--- config.mk ---
export PLATFORM = sky130hd
export DESIGN_NAME = nic_irq_status
export DESIGN_NICKNAME = d
export VERILOG_FILES = /design/src/rtl/nic_irq_pkg.sv /design/src/rtl/nic_irq_decode.sv /design/src/rtl/nic_irq_status_reg.sv /design/src/rtl/nic_irq_ctrl_regs.sv /design/src/rtl/nic_irq_line.sv /design/src/rtl/nic_irq_status.sv
export SDC_FILE = /design/constraint.sdc
export NUM_CORES = 1
export LEC_CHECK = 0
export CELL_PAD_IN_SITES_DETAIL_PLACEMENT = 1
export CELL_PAD_IN_SITES_GLOBAL_PLACEMENT = 2
export CORE_AREA = 4 4 98 147
export DETAILED_ROUTE_END_ITERATION = 16
export DIE_AREA = 0 0 102 151
export GPL_TIMING_DRIVEN = 1
export PLACE_DENSITY = 0.85
export SLEW_MARGIN = 20
export SYNTH_ARGS = -nofsm -noshare
export SYNTH_HDL_FRONTEND = slang
export SYNTH_HIERARCHICAL = 1
export SYNTH_SLANG_ARGS = --single-unit
--- constraint.sdc ---
create_clock -name clk -period 2.71 [get_ports clk]
set_clock_uncertainty 0.05 [all_clocks]
set_input_delay 0.542 -clock clk [delete_from_list [all_inputs] [get_ports clk]]
set_output_delay 0.542 -clock clk [all_outputs]
set_load 0.01 [all_outputs]
--- src/rtl/nic_irq_pkg.sv ---
package nic_irq_pkg;

  typedef enum logic [1:0] {
    SEL_NONE,
    SEL_STAT,
    SEL_MASK,
    SEL_EN
  } reg_sel_e;

  // Status positions that can latch an event: all except the summary
  // position and the reserved band.
  function automatic logic [63:0] latch_positions(input int unsigned width,
                                                  input int unsigned sum_bit,
                                                  input int unsigned rsv_lo,
                                                  input int unsigned rsv_hi);
    logic [63:0] m;
    m = '0;
    for (int unsigned i = 0; i < width; i++) begin
      if (i != sum_bit && !(i >= rsv_lo && i <= rsv_hi)) m[i] = 1'b1;
    end
    return m;
  endfunction

endpackage

--- src/rtl/nic_irq_decode.sv ---
module nic_irq_decode
  import nic_irq_pkg::*;
#(
  parameter int unsigned ADDR_W   = 8,
  parameter int unsigned STAT_OFS = 'h10,
  parameter int unsigned MASK_OFS = 'h14,
  parameter int unsigned EN_OFS   = 'h18
) (
  input  logic [ADDR_W-1:0] addr,
  output reg_sel_e          sel
);
  localparam logic [ADDR_W-1:0] A_STAT = ADDR_W'(STAT_OFS);
  localparam logic [ADDR_W-1:0] A_MASK = ADDR_W'(MASK_OFS);
  localparam logic [ADDR_W-1:0] A_EN   = ADDR_W'(EN_OFS);

  always_comb begin
    unique case (addr)
      A_STAT:  sel = SEL_STAT;
      A_MASK:  sel = SEL_MASK;
      A_EN:    sel = SEL_EN;
      default: sel = SEL_NONE;
    endcase
  end
endmodule

--- src/rtl/nic_irq_status_reg.sv ---
module nic_irq_status_reg #(
  parameter int unsigned        EVT_W   = 26,
  parameter int unsigned        SUM_BIT = 15,
  parameter int unsigned        HI_LO   = 16,
  parameter logic [EVT_W-1:0]   LATCH_M = '1
) (
  input  logic             clk,
  input  logic             rst,
  input  logic [EVT_W-1:0] evt,
  input  logic             clr,
  output logic [EVT_W-1:0] stored,
  output logic [EVT_W-1:0] view
);
  logic [EVT_W-1:0] stat_q;
  logic [EVT_W-1:0] evt_ok;
  logic             summary;

  assign evt_ok  = evt & LATCH_M;
  assign summary = |stat_q[EVT_W-1:HI_LO];

  // Events in the clearing cycle land on top of the zeroed register.
  always_ff @(posedge clk) begin
    if (rst) stat_q <= '0;
    else     stat_q <= (clr ? '0 : stat_q) | evt_ok;
  end

  assign stored = stat_q;

  always_comb begin
    view          = stat_q;
    view[SUM_BIT] = summary;
  end
endmodule

--- src/rtl/nic_irq_ctrl_regs.sv ---
module nic_irq_ctrl_regs
  import nic_irq_pkg::*;
#(
  parameter int unsigned EVT_W  = 26,
  parameter int unsigned DATA_W = 32
) (
  input  logic              clk,
  input  logic              rst,
  input  logic              wr,
  input  reg_sel_e          sel,
  input  logic [DATA_W-1:0] wdata,
  output logic [EVT_W-1:0]  mask,
  output logic              en
);
  always_ff @(posedge clk) begin
    if (rst) begin
      mask <= '0;
      en   <= 1'b0;
    end else if (wr) begin
      if (sel == SEL_MASK) mask <= wdata[EVT_W-1:0];
      if (sel == SEL_EN)   en   <= wdata[0];
    end
  end
endmodule

--- src/rtl/nic_irq_line.sv ---
module nic_irq_line #(
  parameter int unsigned EVT_W = 26
) (
  input  logic             clk,
  input  logic             rst,
  input  logic [EVT_W-1:0] view,
  input  logic [EVT_W-1:0] mask,
  input  logic             en,
  output logic             irq
);
  always_ff @(posedge clk) begin
    if (rst) irq <= 1'b0;
    else     irq <= en & (|(view & mask));
  end
endmodule

--- src/rtl/nic_irq_status.sv ---
module nic_irq_status
  import nic_irq_pkg::*;
#(
  parameter int unsigned ADDR_W   = 8,
  parameter int unsigned DATA_W   = 32,
  parameter int unsigned EVT_W    = 26,
  parameter int unsigned SUM_BIT  = 15,
  parameter int unsigned HI_LO    = 16,
  parameter int unsigned RSV_LO   = 17,
  parameter int unsigned RSV_HI   = 19,
  parameter int unsigned STAT_OFS = 'h10,
  parameter int unsigned MASK_OFS = 'h14,
  parameter int unsigned EN_OFS   = 'h18
) (
  input  logic              clk,
  input  logic              rst,
  input  logic [EVT_W-1:0]  evt_i,
  input  logic [ADDR_W-1:0] bus_addr,
  input  logic              bus_wr,
  input  logic              bus_rd,
  input  logic [DATA_W-1:0] bus_wdata,
  output logic [DATA_W-1:0] bus_rdata,
  output logic              bus_rvalid,
  output logic              irq_o
);
  localparam logic [63:0]      LATCH_W = latch_positions(EVT_W, SUM_BIT, RSV_LO, RSV_HI);
  localparam logic [EVT_W-1:0] LATCH_M = LATCH_W[EVT_W-1:0];
  localparam int unsigned      PAD_W   = DATA_W - EVT_W;

  reg_sel_e         sel;
  logic [EVT_W-1:0] stat_vec;
  logic [EVT_W-1:0] stat_view;
  logic [EVT_W-1:0] mask_vec;
  logic             en_bit;
  logic             stat_clr;
  logic [EVT_W-1:0] rd_mux;

  nic_irq_decode #(
    .ADDR_W(ADDR_W), .STAT_OFS(STAT_OFS), .MASK_OFS(MASK_OFS), .EN_OFS(EN_OFS)
  ) u_dec (
    .addr(bus_addr), .sel(sel)
  );

  assign stat_clr = bus_rd && (sel == SEL_STAT);

  nic_irq_status_reg #(
    .EVT_W(EVT_W), .SUM_BIT(SUM_BIT), .HI_LO(HI_LO), .LATCH_M(LATCH_M)
  ) u_stat (
    .clk(clk), .rst(rst), .evt(evt_i), .clr(stat_clr),
    .stored(stat_vec), .view(stat_view)
  );

  nic_irq_ctrl_regs #(
    .EVT_W(EVT_W), .DATA_W(DATA_W)
  ) u_ctrl (
    .clk(clk), .rst(rst), .wr(bus_wr), .sel(sel), .wdata(bus_wdata),
    .mask(mask_vec), .en(en_bit)
  );

  nic_irq_line #(
    .EVT_W(EVT_W)
  ) u_line (
    .clk(clk), .rst(rst), .view(stat_view), .mask(mask_vec), .en(en_bit),
    .irq(irq_o)
  );

  always_comb begin
    unique case (sel)
      SEL_STAT: rd_mux = stat_view;
      SEL_MASK: rd_mux = mask_vec;
      SEL_EN:   rd_mux = {{(EVT_W-1){1'b0}}, en_bit};
      default:  rd_mux = '0;
    endcase
  end

  always_ff @(posedge clk) begin
    if (rst) begin
      bus_rdata  <= '0;
      bus_rvalid <= 1'b0;
    end else begin
      bus_rvalid <= bus_rd;
      bus_rdata  <= bus_rd ? {{PAD_W{1'b0}}, rd_mux} : '0;
    end
  end
endmodule

==> metrics, run 1 <==
H-tree depth=3; mean area per synthesized cell=9.499 µm²; CTS Buffer Depth=2; Worst slew margin=59.08%; gr usage total=13.98%; Initial Util=28.05%; Worst setup EP type=flip-flop; Worst EP arrival=2700 ps; CTS tree=built; WL/cell=16.60 µm; worst slew pin tran=613.7 ps; Area Growth Syn to Fin=28.73%; Vias/cell=4.505; Required @ worst endpoint=2920 ps; HPWL after DPL=7835 µm; final hold violation count=0; Port Buffer Count=87; cell count after synthesis=392; Final Slew Violations=0; power per cell area=558.6 nW/µm²; fin crit share=92.19%; Placed Area=4468 µm²; # hold bufs at CTS=0; RSZ-0062 raised after global routing=false; f_max=0.4003 GHz; Die Ht=151 µm; first-pass GRT wire length=16,010 µm; max cap viols=0; layout cells sized above 1=8.370%; Rows=52; Placer Congestion=0.7999; Leak=1.702 nW; status=complete, no violations; later-pin clock latency in the skew report=330 ps; final cell count without fillers=616; TritonCTS Buffers=9; Die Span X=102 µm; worst hold-check path type=flip-flop to flip-flop; routed vias=2,775; Post-Route WL=10,230 µm; Ant. Diodes=0; DRT Pass-1 Iters=4; nets=519; synthesized area=3724 µm²; CORE AREA=13,270 µm²; GRT Residual Overflow=0; clock root buffer=clkbuf_16; number of global-route vias before repair=2,999; initial drt markers=63; synth warn=6; DRT antenna net count=0; Place WS=-319.8 ps; Post-Place Cells=600; fin area=4793 µm²; CP Launch Type=input pin; minimum clock period after layout=2498 ps; setup bufs post-CTS=0; Remaining DRCs=0; fin worst setup slack=211.6 ps; die area=15,400 µm²; Ports=104; pin count of the biggest net entering global routing=77; final core occ=36.11%; Final setup viols=0; clk sinks=77; initial antenna violation count=0; Sequential Area=1541 µm²; Max VDD drop=0.0003080 V; # fillers=1,531; worst-path fanout max=22; Post-CTS Resized=0; area taken by multi-input logic gates=1674 µm²; critical setup path kind=input pin to flip-flop; Clock Pin Slew Worst Setup and Hold Paths=60 ps
-- power breakdown --
group / switching [mW] / total [mW] / internal, mW
Sequential: 0.0301 / 1.19 / 1.16
Combinational: 0.0760 / 0.193 / 0.117
Clock: 0.486 / 1.30 / 0.811
Total: 0.592 / 2.68 / 2.09
-- placed cells by master, fill, tap and decap left out, drive strengths merged, types with 3 or more instances in the layout --
| cell type | instances |
|---|---|
| dfxtp | 77 |
| clkdlybuf4s50 | 86 |
| conb | 9 |
| nand2b | 76 |
| clkbuf | 9 |
| a21oi | 48 |
| clkinv | 3 |
| mux2i | 28 |
| a22oi | 9 |
| nand3b | 50 |
| nor4 | 3 |
| buf | 12 |
| inv | 25 |
-- final cells by class --
| cell class | count | area share [%] |
|---|---|---|
| clock inverter | 7 | 2.062 |
| timing repair buffer | 98 | 20.05 |
| sequential | 77 | 32.16 |
| clock buffer | 9 | 4.699 |
| inverter | 24 | 1.879 |
| multi-input combinational | 239 | 34.93 |
| tap | 162 | 4.229 |
-- routing by layer --
| layer | share of wire (%) | global-route usage [%] | vias to the layer above |
|---|---|---|---|
| li1 | - | - | 1387 |
| met1 | 36 | 14.21 | 1324 |
| met2 | 59 | 27.38 | 55 |
| met3 | 3.0 | 2.535 | 9 |
| met4 | 2.0 | 5.384 | 0 |
| met5 | 0 | 0 | - |
-- worst paths after layout --
kind	from	endpoint	slack, ps	cells past startpoint
worst max register to register	u_stat/stored[20]$_SDFF_PP0_	u_line/irq$_SDFF_PP0_	1190	5
worst min-delay path	u_ctrl/en$_SDFFE_PP0P_	u_line/irq$_SDFF_PP0_	440	1
worst min register to register	u_ctrl/en$_SDFFE_PP0P_	u_line/irq$_SDFF_PP0_	440	1
worst max-delay path	bus_addr[1]	u_stat/stored[20]$_SDFF_PP0_	210	7
-- sequential cells by signal (all words and copies together) (netlist names) --
name and cells:
bus_rdata 26, bus_rvalid 1, u_ctrl/en 1, u_ctrl/mask 26, u_line/irq 1, u_stat/stored 22
-- stage by stage --
stage | power [mW] | setup TNS [ps] | hold slack (ps)
floorplan | 1.325 | 0 | 390.7
global placement | 1.404 | -4842 | 436.4
detailed placement | 1.410 | -5880 | 428.4
CTS | 2.718 | 0 | 439.6
global route | 2.785 | 0 | 477.9
finish | 2.678 | 0 | 435.1
-- critical path: stages --
cell	delay, ps
clkdlybuf4s50_1	390
or4b_1	590
nor4_4	290
buf_4	190
and3b_2	330
nand2b_1	200
a21oi_1	160
(Power assumes the default switching activity.)
==> inputs of run 2 (changes only) <==
--- a/config.mk
+++ b/config.mk
@@ -7,13 +7,12 @@
 export LEC_CHECK = 0
 export CELL_PAD_IN_SITES_DETAIL_PLACEMENT = 1
 export CELL_PAD_IN_SITES_GLOBAL_PLACEMENT = 2
-export CORE_AREA = 4 4 98 147
+export CORE_AREA = 4 4 93 138
 export DETAILED_ROUTE_END_ITERATION = 16
-export DIE_AREA = 0 0 102 151
+export DIE_AREA = 0 0 97 142
 export GPL_TIMING_DRIVEN = 1
-export PLACE_DENSITY = 0.85
+export PLACE_DENSITY = 0.83
 export SLEW_MARGIN = 20
 export SYNTH_ARGS = -nofsm -noshare
 export SYNTH_HDL_FRONTEND = slang
-export SYNTH_HIERARCHICAL = 1
 export SYNTH_SLANG_ARGS = --single-unit
==> metrics, run 2 <==
CP Launch Type=input pin; die area=13,770 µm²; WL/cell=15.75 µm; hold wc startpoint=rst; top cells by area, synth=dfxtp_1 (54%), a22oi_1 (8.7%), nand2_1 (7.3%); worst slew pin tran=560.5 ps; Final Slew Violations=0; Required @ worst endpoint=2840 ps; area taken by multi-input logic gates=1166 µm²; Clock Pin Slew Worst Setup and Hold Paths=50 ps; Critical Path Start=bus_addr[5]; Port Buffer Count=87; mean area per synthesized cell=8.984 µm²; combinational fraction of design power=6.3%; initial antenna violation count=0; Area Growth Syn to Fin=47.16%; share of the synthesized area in the top cell type=54.30%; initial drt markers=98; most frequent cell after synthesis=dfxtp_1; layout cells sized above 1=12.90%; # fillers=1,324; Sequential Area=1541 µm²; leading area contributor after synthesis=dfxtp_1; post-synthesis sequential area ratio=54.30%; CORE AREA=11,590 µm²; DRT Pass-1 Iters=4; Setup TNS=0 ps; routed vias=2,521; predominant post-synthesis flop cell=dfxtp_1; Final setup viols=0; fin crit share=84.75%; gr usage total=13.10%; Worst slew margin=62.63%; synth warn=0; CTS tree=built; Max VDD drop=0.0003102 V; worst-path fanout max=15; Cell variety after synth=26; CTS Buffer Depth=2; Ports=104; Yosys reg bits=77; Post-Route WL=8833 µm; most common cell after layout, fill and taps aside=clkdlybuf4s50_1; Placer Congestion=0.7346; Flop pwr share=47.1%; RSZ-0062 raised after global routing=false; cell count after synthesis=316; setup bufs post-CTS=0; number of global-route vias before repair=2,768; Ant. Diodes=0; status=complete, no violations; Net Sw Power=526.0 µW; TritonCTS Buffers=9; GRT Residual Overflow=0; share of synthesized registers carrying an async set or reset=0%; # hold bufs at CTS=0; critical setup path kind=input pin to flip-flop; switching part of the total=20.93%; later-pin clock latency in the skew report=330 ps; DRT antenna net count=0; Rows=48; HPWL after DPL=6416 µm; Die Span X=97 µm; first-pass GRT wire length=14,220 µm; power per cell area=601.5 nW/µm²; max cap viols=0; Place WS=73.53 ps; fin worst setup slack=413.2 ps; number of synthesized flops with an enable pin=0; Int Power=1.987 mW; Worst R2R Start=u_stat.stored[9]$_SDFF_PP0_; Post-synth top cells=dfxtp_1 (77), nand2_1 (55), nor2_1 (49), a22oi_1 (33), a21oi_1 (30); clock share of power=46.6%; Die Ht=142 µm; Worst setup EP type=flip-flop; worst hold-check path type=input pin to flip-flop; clk sinks=77; final hold violation count=0; commonest cells after routing, fill and taps aside=clkdlybuf4s50_1 (86), dfxtp_1 (77), nand2_1 (55); clock root buffer=clkbuf_16; H-tree depth=3; Vias/cell=4.494; Leak=1.436 nW; f_max=0.4354 GHz; Initial Util=24.49%; Post-CTS Resized=0; Worst EP arrival=2430 ps; pin count of the biggest net entering global routing=51; synthesized area=2839 µm²; Remaining DRCs=0; minimum clock period after layout=2297 ps; nets=477
-- run 2: cell count changes in the layout (fill, tap and decap cells not counted), sizes merged, moves of 3 or more --
cell,delta
inv,-23
nor3,+4
and3,+3
a22oi,+24
buf,+3
mux2i,-26
nor2,+49
conb,-3
nand3b,-49
nand2b,-75
nand2,+54
-- run 2: final cells by class --
type,count,area share [%]
Timing Repair Buffer,101,23.54
Clock inverter,4,1.168
Inverter,2,0.1797
Sequential cell,77,36.90
Clock buffer,11,5.810
Tap cell,150,4.492
Multi-Input combinational cell,216,27.91
-- run 2: path summary, 6_finish.rpt --
path	end	slack [ps]	cells after the start
max	u_stat.stored[6]$_SDFF_PP0_	410	6
min	bus_rvalid$_SDFF_PP0_	400	2
max reg2reg	u_line.irq$_SDFF_PP0_	1550	4
min reg2reg	u_ctrl.mask[17]$_SDFFE_PP0P_	410	2
-- run 2: worst max-delay path, cell delays in order --
cell and delay [ps]:
clkdlybuf4s50_1 390, or4b_1 550, or4_4 550, buf_12 190
a21oi_2 140, nor2_1 50
-- run 2: power by group through the flow --
| stage | Combinational [mW] | Sequential [mW] | Clock, mW |
|---|---|---|---|
| global route | 0.173 | 1.19 | 1.25 |
| global placement | 0.157 | 1.21 | 0 |
| CTS | 0.161 | 1.18 | 1.21 |
| detailed placement | 0.159 | 1.21 | 0 |
| finish | 0.159 | 1.18 | 1.17 |
| floorplan | 0.0567 | 1.20 | 0 |
-- run 2: cell families (layout without fill, tap and decap cells) --
family | after synthesis | in the layout | share of synthesized area (%)
AOI/OAI and AO/OA | 84 | 84 | 20.41
buffers and inverters | 28 | 118 | 5.685
DFF | 77 | 77 | 54.30
muxes | 2 | 2 | 0.7052
other | 1 | 6 | 0.1321
and+or+nand+nor | 124 | 124 | 18.78
-- run 2: through the flow --
| stage | std cells | hold slack, ps | instance area [µm²] | power (mW) | utilization [%] |
|---|---|---|---|---|---|
| final | 561 | 397.4 | 4178 | 2.513 | 36.04 |
| after global routing | 561 | 408.7 | 4178 | 2.609 | 36.04 |
| after CTS | 561 | 392.4 | 4178 | 2.552 | 36.04 |
| after detailed placement | 546 | 403.9 | 3886 | 1.367 | 33.53 |
| after global placement | 546 | 389.3 | 3886 | 1.363 | 33.53 |
| after floorplan | 321 | 381.9 | 2858 | 1.258 | - |
-- run 2: routing by layer --
metal | vias up | GRT usage (%) | wire length, µm
met3 | 5 | 3.973 | 518
met4 | 0 | 4.216 | 97
met1 | 1197 | 14.91 | 3761
met5 | - | 0 | 0
met2 | 65 | 23.44 | 4455
li1 | 1254 | - | -
==> inputs of run 3 (changes only) <==
==> constraint.sdc (replaced) <==
create_clock -name clk -period 2.3 [get_ports clk]
set_clock_uncertainty 0.05 [all_clocks]
set_input_delay 0.46 -clock clk [delete_from_list [all_inputs] [get_ports clk]]
set_output_delay 0.46 -clock clk [all_outputs]
set_load 0.01 [all_outputs]
==> metrics, run 3 (same netlist as run 2, synthesis figures left out) <==
status=complete, no violations; GRT Residual Overflow=0; TritonCTS Buffers=9; Flop pwr share=46.5%; Initial Util=24.49%; CORE AREA=11,590 µm²; first-pass GRT wire length=14,880 µm; gr usage total=13.68%; CTS Buffer Depth=2; commonest cells after routing, fill and taps aside=clkdlybuf4s50_1 (86), dfxtp_1 (77), nand2_1 (55); cell chain of the critical path=clkdlybuf4s50_1, or4b_4, or4_4, buf_12, a21oi_2, nor2_1; final hold violation count=0; fin area=4242 µm²; DRT antenna net count=0; Min Hold Slack=411.1 ps; fin worst setup slack=94.09 ps; clock root buffer=clkbuf_16; Pwr Total=3.001 mW; final core occ=36.59%; most common cell after layout, fill and taps aside=clkdlybuf4s50_1; setup bufs post-CTS=0; Final Slew Violations=0; Post-Place Cells=552; HPWL after DPL=6530 µm; combinational fraction of design power=6.5%; Clock Pin Slew Worst Setup and Hold Paths=60 ps; layout cells sized above 1=13.91%; Remaining DRCs=0; initial drt markers=80; Place WS=-288.3 ps; Vias/cell=4.490; Net Sw Power=620.4 µW; Placer Congestion=0.7328; later-pin clock latency in the skew report=330 ps; max cap viols=0; routed vias=2,546; Area Growth Syn to Fin=49.41%; initial antenna violation count=0; final cell count without fillers=567; switching part of the total=20.68%; DRT Pass-1 Iters=4; Setup TNS=0 ps; WL/cell=15.96 µm; worst hold-check path type=flip-flop to flip-flop; max incr delay on CP=550 ps; Die Span X=97 µm; Placed Area=3944 µm²; CP Launch Type=input pin; die area=13,770 µm²; pin count of the biggest net entering global routing=29; clock share of power=47.1%; H-tree depth=3; Final setup viols=0; Post-Route WL=9051 µm; number of global-route vias before repair=2,850; Leak=1.471 nW; Rows=48; minimum clock period after layout=2206 ps; f_max=0.4533 GHz; critical setup path kind=input pin to flip-flop; worst-path fanout max=15; Max VDD drop=0.0003361 V; Worst setup EP type=flip-flop; clk sinks=77; RSZ-0062 raised after global routing=false; Die Ht=142 µm; Worst EP arrival=2360 ps; Port Buffer Count=87; Int Power=2.380 mW; fin crit share=95.91%; CP max stage cell=or4b_4; CTS tree=built; nets=483; power per cell area=707.4 nW/µm²; Required @ worst endpoint=2450 ps; Ant. Diodes=0; Ports=104
## run 3: cell types whose count changed in the layout (fill, tap and decap cells not counted)
cell / previous run / this run
or4b_4: 0 / 1
buf_12: 1 / 2
clkinv_2: 2 / 0
or4b_1: 1 / 0
buf_4: 13 / 18
clkbuf_1: 1 / 3
clkbuf_8: 1 / 2
clkinv_4: 1 / 0
## run 3: worst paths after layout
kind	from	endpoint	slack [ps]	cells past startpoint
setup / recovery	bus_addr[5]	u_stat.stored[9]$_SDFF_PP0_	90	6
hold / removal	u_ctrl.mask[18]$_SDFFE_PP0P_	u_ctrl.mask[18]$_SDFFE_PP0P_	410	2
setup reg to reg	u_stat.stored[9]$_SDFF_PP0_	u_line.irq$_SDFF_PP0_	1120	4
hold reg to reg	u_ctrl.mask[18]$_SDFFE_PP0P_	u_ctrl.mask[18]$_SDFFE_PP0P_	410	2
## run 3: repair_timing
action,4_1_cts,5_1_grt
setup endpoints to repair,0,12
resized for setup,0,1
hold buffers,0,0
hold endpoints to repair,0,0
## run 3: final cells by class
class,instances,area (µm²)
Timing Repair Buffer,107,1041
Clock inverter,1,30.03
Clock buffer,14,264.0
Inverter,2,7.507
Tap cell,150,187.7
Multi-Input combinational cell,216,1170
Fill cell,1351,7350
Sequential cell,77,1541
## run 3: power groups by stage
stage	logic [mW]	clock network [mW]	registers [mW]
floorplan	0.0669	0	1.41
global placement	0.191	0	1.42
detailed placement	0.195	0	1.42
CTS	0.196	1.45	1.39
global route	0.212	1.51	1.40
finish	0.194	1.41	1.39
## run 3: critical path: cells and delay by family
kind	cells	cell delay, ps
AND/OR/NAND/NOR	3	1140
AO/OA/AOI/OAI	1	140
buffers and inverters	2	600
## run 3: layer usage
layer / GRT usage, % / wire length, µm
met1: 16.11 / 3850
met4: 4.512 / 150
met3: 4.855 / 593
met5: 0 / 0
met2: 23.25 / 4457
